===== config.mk =====
export PLATFORM = sky130hd
export DESIGN_NAME = sc_t0_tx
export DESIGN_NICKNAME = d
export VERILOG_FILES = /design/src/rtl/sc_t0_pkg.sv /design/src/rtl/sc_t0_etu_timer.sv /design/src/rtl/sc_t0_shifter.sv /design/src/rtl/sc_t0_ctrl.sv /design/src/rtl/sc_t0_status.sv /design/src/rtl/sc_t0_tx.sv
export SDC_FILE = /design/constraint.sdc
export NUM_CORES = 1
export LEC_CHECK = 0
export BUFFER_PORTS_ARGS = -buffer_cell sky130_fd_sc_hd__buf_2
export CAP_MARGIN = 0
export CORE_ASPECT_RATIO = 1.75
export CORE_MARGIN = 5
export CORE_UTILIZATION = 34
export CTS_BUF_LIST = sky130_fd_sc_hd__clkbuf_16
export DETAILED_ROUTE_END_ITERATION = 6
export PLACE_DENSITY = 0.48
export SYNTH_ARGS = -nofsm -noshare
export SYNTH_HDL_FRONTEND = slang
export SYNTH_SLANG_ARGS = --single-unit

===== constraint.sdc =====
create_clock -name clk -period 2.59 [get_ports clk]
set_clock_uncertainty 0.1 [all_clocks]
set_input_delay 0.3885 -clock clk [delete_from_list [all_inputs] [get_ports clk]]
set_output_delay 0.3885 -clock clk [all_outputs]
set_load 0.01 [all_outputs]

===== src/rtl/sc_t0_pkg.sv =====
`timescale 1ns/1ps
package sc_t0_pkg;

    // Start bit, eight data bits, parity bit.
    localparam int FRAME_BITS = 10;

    typedef enum logic [1:0] {
        ST_IDLE = 2'd0,
        ST_DATA = 2'd1,
        ST_SLOT = 2'd2,
        ST_WAIT = 2'd3
    } tx_state_e;

    typedef struct packed {
        logic tdr_empty;
        logic tx_end;
        logic err;
        logic ovf;
    } tx_flags_t;

    // Even parity over the data bits.
    function automatic logic even_parity(input logic [7:0] d);
        return ^d;
    endfunction

    // Bit 0 leaves the shifter first: start, D0..D7, parity.
    function automatic logic [FRAME_BITS-1:0] build_frame(input logic [7:0] d);
        return {even_parity(d), d, 1'b0};
    endfunction

endpackage


===== src/rtl/sc_t0_etu_timer.sv =====
`timescale 1ns/1ps
module sc_t0_etu_timer #(
    parameter int SUB_PER_ETU = 4
) (
    input  logic clk,
    input  logic rst,
    input  logic tick,
    input  logic restart,
    output logic etu_end,
    output logic mid
);
    localparam int SUB_W = (SUB_PER_ETU > 2) ? $clog2(SUB_PER_ETU) : 1;
    localparam int HALF  = SUB_PER_ETU / 2;

    logic [SUB_W-1:0] sub_q;

    // The tick that closes the current ETU, and the tick at its centre.
    assign etu_end = tick && (sub_q == SUB_W'(SUB_PER_ETU - 1));
    assign mid     = tick && (sub_q == SUB_W'(HALF - 1));

    always_ff @(posedge clk) begin
        if (rst) begin
            sub_q <= '0;
        end else if (restart) begin
            sub_q <= '0;
        end else if (tick) begin
            sub_q <= etu_end ? '0 : sub_q + 1'b1;
        end
    end
endmodule


===== src/rtl/sc_t0_shifter.sv =====
`timescale 1ns/1ps
module sc_t0_shifter
    import sc_t0_pkg::*;
(
    input  logic       clk,
    input  logic       rst,
    input  logic       load,
    input  logic [7:0] load_char,
    input  logic       shift,
    input  logic       release_line,
    output logic       drive_low
);
    logic [FRAME_BITS-1:0] frame_q;
    logic [FRAME_BITS-1:0] new_frame;

    assign new_frame = build_frame(load_char);

    always_ff @(posedge clk) begin
        if (rst) begin
            frame_q   <= '1;
            drive_low <= 1'b0;
        end else if (load) begin
            frame_q   <= new_frame;
            drive_low <= ~new_frame[0];
        end else if (shift) begin
            frame_q   <= {1'b1, frame_q[FRAME_BITS-1:1]};
            drive_low <= ~frame_q[1];
        end else if (release_line) begin
            drive_low <= 1'b0;
        end
    end
endmodule


===== src/rtl/sc_t0_ctrl.sv =====
`timescale 1ns/1ps
module sc_t0_ctrl
    import sc_t0_pkg::*;
#(
    parameter int RETRY_W     = 3,
    parameter int GUARD_ETU   = 1,
    parameter int ERR_GAP_ETU = 2
) (
    input  logic               clk,
    input  logic               rst,
    input  logic               tick,
    input  logic               etu_end,
    input  logic               mid,
    input  logic               line_in,
    input  logic               pending,
    input  logic               stopped,
    input  logic [RETRY_W-1:0] max_retries,
    output tx_state_e          st,
    output logic [RETRY_W-1:0] retry_cnt,
    output logic               start_new,
    output logic               load,
    output logic               restart,
    output logic               shift,
    output logic               release_line,
    output logic               err_evt,
    output logic               ok_evt,
    output logic               ovf_evt
);
    localparam int BIT_W    = $clog2(FRAME_BITS);
    localparam int WAIT_MAX = (GUARD_ETU > ERR_GAP_ETU) ? GUARD_ETU : ERR_GAP_ETU;
    localparam int WAIT_W   = $clog2(WAIT_MAX + 1);

    logic [BIT_W-1:0]  bit_idx;
    logic [WAIT_W-1:0] wcnt;
    logic              nack_q;
    logic              give_up_q;
    logic              at_limit;

    assign at_limit = (retry_cnt == max_retries);

    always_comb begin
        start_new    = 1'b0;
        load         = 1'b0;
        restart      = 1'b0;
        shift        = 1'b0;
        release_line = 1'b0;
        err_evt      = 1'b0;
        ok_evt       = 1'b0;
        ovf_evt      = 1'b0;
        unique case (st)
            ST_IDLE: begin
                if (tick && pending && !stopped) begin
                    start_new = 1'b1;
                    load      = 1'b1;
                    restart   = 1'b1;
                end
            end
            ST_DATA: begin
                if (etu_end) begin
                    if (bit_idx == BIT_W'(FRAME_BITS - 1)) release_line = 1'b1;
                    else                                   shift        = 1'b1;
                end
            end
            ST_SLOT: begin
                if (mid) begin
                    if (!line_in) begin
                        err_evt = 1'b1;
                        ovf_evt = at_limit;
                    end else begin
                        ok_evt = 1'b1;
                    end
                end
            end
            ST_WAIT: begin
                // Resend starts on the tick closing the last gap ETU.
                if (etu_end && wcnt == WAIT_W'(1) && nack_q && !give_up_q) begin
                    load    = 1'b1;
                    restart = 1'b1;
                end
            end
            default: ;
        endcase
    end

    always_ff @(posedge clk) begin
        if (rst) begin
            st        <= ST_IDLE;
            bit_idx   <= '0;
            wcnt      <= '0;
            nack_q    <= 1'b0;
            give_up_q <= 1'b0;
            retry_cnt <= '0;
        end else begin
            unique case (st)
                ST_IDLE: begin
                    if (start_new) begin
                        st        <= ST_DATA;
                        bit_idx   <= '0;
                        retry_cnt <= '0;
                    end
                end
                ST_DATA: begin
                    if (etu_end) begin
                        if (bit_idx == BIT_W'(FRAME_BITS - 1)) st <= ST_SLOT;
                        else bit_idx <= bit_idx + 1'b1;
                    end
                end
                ST_SLOT: begin
                    if (mid) begin
                        nack_q    <= !line_in;
                        give_up_q <= !line_in && at_limit;
                    end
                    if (etu_end) begin
                        st   <= ST_WAIT;
                        wcnt <= nack_q ? WAIT_W'(ERR_GAP_ETU) : WAIT_W'(GUARD_ETU);
                    end
                end
                ST_WAIT: begin
                    if (etu_end) begin
                        if (wcnt == WAIT_W'(1)) begin
                            if (load) begin
                                st        <= ST_DATA;
                                bit_idx   <= '0;
                                retry_cnt <= retry_cnt + 1'b1;
                            end else begin
                                st        <= ST_IDLE;
                                retry_cnt <= '0;
                            end
                        end else begin
                            wcnt <= wcnt - 1'b1;
                        end
                    end
                end
                default: st <= ST_IDLE;
            endcase
        end
    end
endmodule


===== src/rtl/sc_t0_status.sv =====
`timescale 1ns/1ps
module sc_t0_status
    import sc_t0_pkg::*;
(
    input  logic       clk,
    input  logic       rst,
    input  logic       wr_en,
    input  logic [7:0] wr_data,
    input  logic       err_clr,
    input  logic       ovf_clr,
    input  logic       start_new,
    input  logic       err_evt,
    input  logic       ok_evt,
    input  logic       ovf_evt,
    output logic [7:0] tdr_q,
    output tx_flags_t  flags
);
    always_ff @(posedge clk) begin
        if (rst) begin
            tdr_q           <= '0;
            flags.tdr_empty <= 1'b1;
            flags.tx_end    <= 1'b1;
            flags.err       <= 1'b0;
            flags.ovf       <= 1'b0;
        end else begin
            if (wr_en) tdr_q <= wr_data;

            // A write in the cycle of a start is a new pending character.
            if (wr_en)          flags.tdr_empty <= 1'b0;
            else if (start_new) flags.tdr_empty <= 1'b1;

            if (wr_en)                           flags.tx_end <= 1'b0;
            else if (ok_evt && flags.tdr_empty)  flags.tx_end <= 1'b1;

            if (err_evt)      flags.err <= 1'b1;
            else if (err_clr) flags.err <= 1'b0;

            if (ovf_evt)      flags.ovf <= 1'b1;
            else if (ovf_clr) flags.ovf <= 1'b0;
        end
    end
endmodule


===== src/rtl/sc_t0_tx.sv =====
`timescale 1ns/1ps
module sc_t0_tx
    import sc_t0_pkg::*;
#(
    parameter int SUB_PER_ETU = 4,
    parameter int RETRY_W     = 3,
    parameter int GUARD_ETU   = 1,
    parameter int ERR_GAP_ETU = 2
) (
    input  logic               clk,
    input  logic               rst,
    input  logic               etu_tick,
    input  logic               wr_en,
    input  logic [7:0]         wr_data,
    input  logic               err_clr,
    input  logic               ovf_clr,
    input  logic               err_ie,
    input  logic               tend_ie,
    input  logic [RETRY_W-1:0] max_retries,
    input  logic               io_in,
    output logic               io_drive_low,
    output logic               tdr_empty,
    output logic               tx_end,
    output logic               err_flag,
    output logic               retry_ovf,
    output logic               err_irq,
    output logic               tend_irq
);
    tx_state_e          st;
    tx_flags_t          flags;
    logic [RETRY_W-1:0] retry_cnt;
    logic [7:0]         tdr_q;
    logic [7:0]         cur_char;
    logic [7:0]         load_char;
    logic etu_end, mid;
    logic start_new, load, restart, shift, release_line;
    logic err_evt, ok_evt, ovf_evt;

    sc_t0_etu_timer #(.SUB_PER_ETU(SUB_PER_ETU)) u_timer (
        .clk     (clk),
        .rst     (rst),
        .tick    (etu_tick),
        .restart (restart),
        .etu_end (etu_end),
        .mid     (mid)
    );

    sc_t0_ctrl #(
        .RETRY_W     (RETRY_W),
        .GUARD_ETU   (GUARD_ETU),
        .ERR_GAP_ETU (ERR_GAP_ETU)
    ) u_ctrl (
        .clk          (clk),
        .rst          (rst),
        .tick         (etu_tick),
        .etu_end      (etu_end),
        .mid          (mid),
        .line_in      (io_in),
        .pending      (!flags.tdr_empty),
        .stopped      (flags.ovf),
        .max_retries  (max_retries),
        .st           (st),
        .retry_cnt    (retry_cnt),
        .start_new    (start_new),
        .load         (load),
        .restart      (restart),
        .shift        (shift),
        .release_line (release_line),
        .err_evt      (err_evt),
        .ok_evt       (ok_evt),
        .ovf_evt      (ovf_evt)
    );

    sc_t0_status u_status (
        .clk       (clk),
        .rst       (rst),
        .wr_en     (wr_en),
        .wr_data   (wr_data),
        .err_clr   (err_clr),
        .ovf_clr   (ovf_clr),
        .start_new (start_new),
        .err_evt   (err_evt),
        .ok_evt    (ok_evt),
        .ovf_evt   (ovf_evt),
        .tdr_q     (tdr_q),
        .flags     (flags)
    );

    // Copy kept for resends, since the data register may be rewritten.
    always_ff @(posedge clk) begin
        if (rst)            cur_char <= '0;
        else if (start_new) cur_char <= tdr_q;
    end

    assign load_char = start_new ? tdr_q : cur_char;

    sc_t0_shifter u_shift (
        .clk          (clk),
        .rst          (rst),
        .load         (load),
        .load_char    (load_char),
        .shift        (shift),
        .release_line (release_line),
        .drive_low    (io_drive_low)
    );

    assign tdr_empty = flags.tdr_empty;
    assign tx_end    = flags.tx_end;
    assign err_flag  = flags.err;
    assign retry_ovf = flags.ovf;
    assign err_irq   = flags.err & err_ie;
    assign tend_irq  = flags.tx_end & tend_ie;
endmodule


### Word level (Yosys, flattened, before mapping)

Cells that the tools add are included.

* register bits after elaboration: 46
* bits of input ports: 20
* output and inout bits: 7
* logic and storage cells: 128

* add/subtract/negate cells: 4
* eq/ne operators: 17
* multiplexer cells: 59
* bitwise logic cells: 3
* reductions and logical operators: 30

Operators by type and width (number)
* 1-bit 2-to-1 mux: 30
* 4-bit 2-to-1 mux: 6
* 2-bit 2-to-1 mux: 11
* 10-bit 2-to-1 mux: 2
* 2-bit nonzero test: 7
* 3-bit 2-to-1 mux: 4
* 4-bit case mux with 3 select lines: 1
* 2-bit by 1-bit != test with 1-bit output, second input constant: 5
* 1-bit logical AND: 9
* 8-bit 2-to-1 mux: 1
* 2-bit != test, second input constant: 4
* 2-bit case mux with 4 select lines: 1
* 4-bit AND reduction: 2
* 8-bit XOR reduction: 1
* 7-bit AND reduction: 1
* 2-bit by 1-bit == test with 1-bit output, second input constant: 3
* 2-bit == test, second input constant: 3
* 3-bit case mux with 2 select lines: 1
* 6-bit AND reduction: 1
* 3-bit nonzero test: 2
* 4-bit by 1-bit adder with 4-bit output, second input constant: 1
* 4-bit == test, second input constant: 1
* 1-bit logical NOT: 4
* 2-bit case mux with 2 select lines: 1
* other kinds (10): 11

### Logic depth before layout (Yosys ltp)

Gate-level depths: netlist of run 1.

* word-level depth: 11
* mapped depth: 9

### By module

A second synthesis of run 1 with hierarchy kept.

* cells, all modules: 243
* area, all modules: 2337.2 µm²

By module, submodules not included
* sc_t0_ctrl: times used 1, cells an instance 113, area each 928.4 µm²
* sc_t0_shifter: times used 1, cells an instance 50, area each 509.2 µm²
* sc_t0_status: times used 1, cells an instance 40, area each 420.4 µm²
* sc_t0_tx: times used 1, cells an instance 28, area each 357.8 µm²
* sc_t0_etu_timer: times used 1, cells an instance 12, area each 121.4 µm²

### Worst setup path before layout of run 1

Ideal clock, no wire load.

* path kind: register to register
* from: register u_ctrl.st[0]
* to: register u_ctrl.bit_idx[2]
* library setup time: 0.070 ns
* arrival: 1.831 ns
* slack: 0.589 ns
* cell stages (with the launch flop): 9
* path through: dfxtp_1 > inv_1 > ha_1 > nand4bb_1 > buf_4 > a211oi_1 > o21ai_2 > or4_1 > a21oi_1

* longest elaborated chain between the ends: 4
* elaborated cells on any way between the ends: 14
* those cells by class: eq/ne (8); mux (3); reduce/logical (3)

RTL lines
* start, declared: line sc_t0_ctrl.sv:18 `output tx_state_e st,`
* start signal, assigned: line sc_t0_ctrl.sv:87 `st <= ST_IDLE;`
* start signal, assigned: line sc_t0_ctrl.sv:97 `st <= ST_DATA;`
* start signal, assigned: line sc_t0_ctrl.sv:104 `if (bit_idx == BIT_W'(FRAME_BITS - 1)) st <= ST_SLOT;`
* 2-bit == test or 2-bit logical NOT (tied branches): line sc_t0_ctrl.sv:50, sc_t0_ctrl.sv:94
* 1-bit case mux with 2 select lines or 1-bit 2-to-1 mux (tied branches): line sc_t0_ctrl.sv:50 `unique case (st)`
* 2-bit != test (no line)
* 7-bit AND reduction (no line)
* end signal, assigned: line sc_t0_ctrl.sv:105 `else bit_idx <= bit_idx + 1'b1;`
* end, declared: line sc_t0_ctrl.sv:33 `logic [BIT_W-1:0] bit_idx;`

Several ways; a longest one is shown, not always the timed one.
A chain may end at the register's enable or synchronous reset.

### Worst setup path in the final report of run 1

* from: register u_ctrl.st[1]
* to: register u_ctrl.bit_idx[2]

The elaborated chain is that of the path after synthesis.

==> results of run 1 <==
[flip-flops by register name, summed over array words and instances, names as in the netlist]
name	flops
cur_char	8
u_ctrl.bit_idx	4
u_ctrl.give_up_q	1
u_ctrl.nack_q	1
u_ctrl.retry_cnt	3
u_ctrl.st	2
u_ctrl.wcnt	2
u_shift.drive_low	1
u_shift.frame_q	9
u_status.flags	4
u_status.tdr_q	8
u_timer.sub_q	2
[cell families after synthesis]
group / after synthesis
buffers and inverters: 23
AOI/OAI and AO/OA: 39
muxes: 38
and+or+nand+nor: 73
adders and majority gates: 11
DFF: 45
xor gates and xnor gates: 17
[cells in the final DEF (no fill, tap or decap), types with 2 or more instances in the layout]
master / n
nor2b_1: 4
clkbuf_16: 5
nand3b_1: 5
inv_1: 11
buf_4: 5
and2_1: 4
nor4_1: 2
a211oi_1: 4
buf_2: 26
dfxtp_1: 45
mux2i_1: 30
xor2_1: 2
or4_1: 2
mux2_2: 8
o22ai_1: 2
xnor2_1: 15
nand2b_1: 2
nand2_1: 14
nor2_1: 30
ha_1: 11
inv_6: 2
a21oi_1: 15
o21ai_0: 6
nand4_1: 2
[routing by layer]
layer,wire length (microns),up-vias,global-route usage
met4,61,0,0.05294
met3,96,4,0.02277
met5,0,-,0
met2,3006,11,0.2494
met1,1915,841,0.1285
li1,-,897,-
[power breakdown]
group          internal, uW  total, uW  switching, uW
Clock                   372        669            297
Combinational           255        559            304
Sequential              755        803           47.4
[synthesized netlist by cell type, types with 3 or more instances]
cell type,instances
nand2_1,14
xnor2_1,15
a211oi_1,4
buf_4,3
mux2i_1,30
nand3b_1,5
ha_1,11
nor2b_1,4
clkbuf_1,6
dfxtp_1,45
inv_1,11
and2_1,4
mux2_2,8
nor2_1,30
o21ai_0,6
a21oi_1,15
[per-stage QoR]
step / hold slack, ns / utilization / total power (uW) / instance area, sq um
finish: 0.2334 / 0.4042 / 2031 / 2663
global route: 0.2472 / 0.4042 / 2172 / 2663
CTS: 0.2341 / 0.4042 / 2059 / 2663
detailed placement: 0.3750 / 0.3808 / 1386 / 2509
global placement: 0.3660 / 0.3808 / 1383 / 2509
floorplan: 0.3304 / - / 1245 / 2305
[final timing paths]
| check | from | to | slack [ns] |
|---|---|---|---|
| hold reg to reg | u_ctrl.give_up_q | u_ctrl.give_up_q | 0.38 |
| hold / removal | wr_data[1] | u_status.tdr_q[1] | 0.23 |
| setup / recovery | u_ctrl.st[1] | u_ctrl.bit_idx[2] | 0.33 |
| setup reg to reg | u_ctrl.st[1] | u_ctrl.bit_idx[2] | 0.33 |
[cell type report]
type / count / area (sq um)
flip-flops and latches: 45 / 900.9
multi-input cells: 178 / 1296
well taps: 82 / 102.6
fillers: 711 / 3925
clock inverters: 3 / 28.78
clock buffers: 5 / 125.1
inverters: 11 / 41.29
repair buffers: 31 / 167.7
[worst min-delay path: cells and delay by family]
family                 cells  cell delay, ns
multiplexers               1            0.06
AND/OR/NAND/NOR            1            0.07
buffers and inverters      1            0.08
==> flow_metrics.tcl, run 1 <==
set metrics [dict create \
    cpPeakStageDelay_ns 0.50 \
    syn-num-nets 277 \
    synthXorXnorAreaFrac 0.06460 \
    synth_top_family_by_area "multiplexers" \
    dieWidth_microns 72.24 \
    ys.flop_type "dfxtp_1" \
    ys_types 44 \
    rsz0062_at_grt "no" \
    antenna_left 0 \
    grt_max_degree 33 \
    nets 303 \
    cts_resized 0 \
    fmax_mhz 442.7 \
    hold_buffers 0 \
    hold_viol_final 0 \
    final_cells 355 \
    postCtsSetupBuffers 0 \
    end_kind "flop" \
    cp-start-kind "flop" \
    arrival_ns 2.38 \
    slew-limit-headroom 0.6102 \
    min_path_cells 3 \
    critPathBufInv 1 \
    fp-row-count 39 \
    fin_tns_setup_ns 0 \
    fin_crit_ns 2.259 \
    gp_congestion 0.7583 \
    routed_wl_mm 5.080 \
    clockBufferDepth 2 \
    cts_tree "yes" \
    placed_cells 347 \
    yosysWarnings 0 \
    die_y_microns 118.9 \
    place_ws_ns 0.3321 \
    synth.area.mux_share 0.1694 \
    drive_above_1_share 0.1941 \
    insertion_delay_ns 0.29 \
    grt_pass1_vias 1832 \
    worstPathCellList "inv_1 -> ha_1 -> and3_2 -> and2_1 -> nand2_1 -> or4_1 -> a21oi_1" \
    route.detailed.drc 0 \
    power_density_nw_per_um2 762.7 \
    hp-class "in -> reg" \
    vias_per_cell 4.938 \
    yosys.area_share.simple 0.1591 \
    synth_fa_ha_area_frac 0.05972 \
    status "completed" \
    cap_viol_max_count 0 \
    grt_pass1_wl_mm 8.625 \
    root_buffer "clkbuf_16" \
    core-area_sq_um 6588 \
    required_ns 2.71 \
    r2r.worst_path.cells 7 \
    dpl.hpwl_mm 3.907 \
    routedWlPerCell_microns 14.31 \
    overflow 0 \
    firstDrtPassIters 4 \
    cts_inserted_buffers 5 \
    syn_inst 246 \
    p_leak_uw 0.001113 \
    num_antenna_cells 0 \
    area_delta_synth_final_pct 15.53 \
    synth_edf_count 0 \
    synth_top_area_frac 0.3909 \
    syn_area_sq_um 2305 \
    peakVddDrop_v 0.0003338 \
    portBuffers 26 \
    cp.depth 7 \
    setup_viol_count_final 0 \
    num_io_pins 27 \
    dieArea_sq_um 8590 \
    maxSlewViolCount 0 \
    ys_seq_elements 45 \
    grt_antenna_before_repair 0 \
    crit_fanout 13 \
    crit_family "simple AND/OR/NAND/NOR gates" \
    path_class "reg -> reg" \
    drtIter0Drc 112 \
    fin_ws_ns 0.3310 \
    ys_top_cells_by_area "dfxtp_1 (39%), mux2i_1 (13%), ha_1 (6.0%)" \
    start_util 0.3499 \
    async_reset_ff_frac 0 \
    h-tree-depth 2 \
    tightest_slew_ns 0.5847 \
    cts_sinks 45 \
    yosysSeqAreaShare 0.3909 \
    post-route-period-util 0.8722 \
    syn_area_per_cell_sq_um 9.369 \
    track_usage 0.1288 \
    dr_total_vias 1753 \
    yosysTopAreaCell "dfxtp_1" \
    critPathSlowestCell "and2_1" \
    clk_pin_slew_ns 0.07 \
    synth_compound_area_frac 0.1097 \
]
(Power assumes the default switching activity.)
==> run 2: changes to the inputs <==
--- a/config.mk
+++ b/config.mk
@@ -10,9 +10,10 @@
 export CORE_ASPECT_RATIO = 1.75
 export CORE_MARGIN = 5
 export CORE_UTILIZATION = 34
-export CTS_BUF_LIST = sky130_fd_sc_hd__clkbuf_16
+export CTS_BUF_LIST = sky130_fd_sc_hd__clkbuf_8
 export DETAILED_ROUTE_END_ITERATION = 6
 export PLACE_DENSITY = 0.48
+export REMOVE_ABC_BUFFERS = 1
 export SYNTH_ARGS = -nofsm -noshare
 export SYNTH_HDL_FRONTEND = slang
 export SYNTH_SLANG_ARGS = --single-unit
==> run 2 against run 1 <==
First-iteration DRC count fell by 42%; design area shrank 1.8%; critical path depth unchanged; combinational power is 3% lower; largest cell class unchanged; final cell count decreased by 0.56%; total power decreased by 6.1%; sequential power about the same.
==> flow_metrics.tcl, run 2 (synthesis gave the netlist of run 1 again) <==
set metrics [dict create \
    status "completed" \
    grt_pass1_vias 1781 \
    fmax_mhz 446.7 \
    cts_sinks 45 \
    fin_tns_setup_ns 0 \
    hold_viol_final 0 \
    core-area_sq_um 6588 \
    cpPeakStageDelay_ns 0.51 \
    portBuffers 26 \
    cp-start-kind "flop" \
    drive_above_1_share 0.1882 \
    r2r-start "u_ctrl.st[1]" \
    routedWlPerCell_microns 13.79 \
    final_cell_mix "dfxtp_1 (45), nor2_1 (30), mux2i_1 (30)" \
    area_delta_synth_final_pct 13.41 \
    worstPathCellList "inv_1 -> ha_1 -> and3_2 -> and2_1 -> nand2_1 -> or4_1 -> a21oi_1" \
    p_leak_uw 0.001086 \
    crit_path_start "u_ctrl.st[1]" \
    die_y_microns 118.9 \
    cts_resized 0 \
    power_density_nw_per_um2 729.4 \
    dieArea_sq_um 8590 \
    hold_buffers 0 \
    rrSetupSlack_ns 0.35 \
    clk_pin_slew_ns 0.09 \
    gp_congestion 0.7695 \
    largest_reg_flops 9 \
    rsz0062_at_grt "no" \
    dpl.hpwl_mm 3.739 \
    postCtsSetupBuffers 0 \
    final_common_cell "dfxtp_1" \
    num_antenna_cells 0 \
    fp-row-count 39 \
    track_usage 0.1253 \
    cts_inserted_buffers 5 \
    holdWs_ns 0.2098 \
    path_class "reg -> reg" \
    vias_per_cell 4.895 \
    peakVddDrop_v 0.0003636 \
    num_io_pins 27 \
    reg_top3 "u_shift.frame_q: 9 flops, cur_char: 8 flops, u_status.tdr_q: 8 flops" \
    min_path_cells 3 \
    root_buffer "clkbuf_8" \
    grt_max_degree 33 \
    regArea_sq_um 900.9 \
    cts_tree "yes" \
    grt_antenna_before_repair 0 \
    drtIter0Drc 65 \
    tightest_slew_ns 0.5895 \
    routed_wl_mm 4.867 \
    route.detailed.drc 0 \
    firstDrtPassIters 2 \
    hold_start "wr_data[5]" \
    required_ns 2.73 \
    critPathSlowestCell "and2_1" \
    cap_viol_max_count 0 \
    r2r.worst_path.cells 7 \
    fill_cells 696 \
    h-tree-depth 2 \
    largest_register "u_shift.frame_q" \
    rr_endpoint "u_ctrl.bit_idx[2]" \
    dieWidth_microns 72.24 \
    antenna_left 0 \
    dr_total_vias 1728 \
    maxSlewViolCount 0 \
    crit_fanout 13 \
    insertion_delay_ns 0.31 \
    overflow 0 \
    holdPathEnd "u_status.tdr_q[5]" \
    critPathBufInv 1 \
    setup_viol_count_final 0 \
    start_util 0.3499 \
    hp-class "in -> reg" \
    slew-limit-headroom 0.6070 \
    nets 301 \
    post-route-period-util 0.8643 \
    crit_family "simple AND/OR/NAND/NOR gates" \
    end_kind "flop" \
    multi_input_area_sq_um 1296 \
    fin_crit_ns 2.239 \
    clockBufferDepth 2 \
    arrival_ns 2.38 \
    grt_pass1_wl_mm 8.369 \
]
[run 2: worst max path at each step]
stage                              endpoint  depth (start not counted)
after floorplan           u_ctrl.bit_idx[2]                          7
after global placement    u_ctrl.bit_idx[2]                          7
after detailed placement  u_ctrl.bit_idx[2]                          7
after CTS                 u_ctrl.bit_idx[2]                          7
after global routing      u_ctrl.bit_idx[2]                          7
final                     u_ctrl.bit_idx[2]                          7
[run 2: worst min-delay path, delay by kind of cell]
kind,cells,cell delay [ns]
buf+inv,1,0.07
simple gates,1,0.07
mux,1,0.05
[run 2: final cells by class]
| cell class | instances | share of cell area |
|---|---|---|
| Multi-Input combinational cell | 178 | 0.4959 |
| Sequential cell | 45 | 0.3447 |
| Tap cell | 82 | 0.03925 |
| Clock inverter | 2 | 0.01436 |
| Inverter | 11 | 0.01580 |
| Timing Repair Buffer | 29 | 0.05840 |
| Clock buffer | 6 | 0.03159 |
[run 2: routing by layer]
metal,vias up,share of wire,GRT usage
met3,8,0.028,0.02445
li1,895,-,-
met4,0,0.020,0.05647
met5,-,0,0
met2,16,0.58,0.2426
met1,809,0.37,0.1216
[run 2: report_power, final]
group | internal [uW] | switching (uW)
Clock | 314 | 251
Combinational | 248 | 292
Sequential | 755 | 46.2
[run 2: metrics by stage]
step / total power, uW / utilization / area (sq um) / cells / setup WS (ns)
6_report: 1907 / 0.3968 / 2614 / 353 / 0.3514
4_1_cts: 1946 / 0.3968 / 2614 / 353 / 0.3164
2_1_floorplan: 1224 / - / 2238 / 234 / 0.05615
5_1_grt: 2041 / 0.3968 / 2614 / 353 / 0.05826
3_5_place_dp: 1370 / 0.3785 / 2494 / 345 / 0.3388
3_3_place_gp: 1364 / 0.3785 / 2494 / 345 / 0.3678
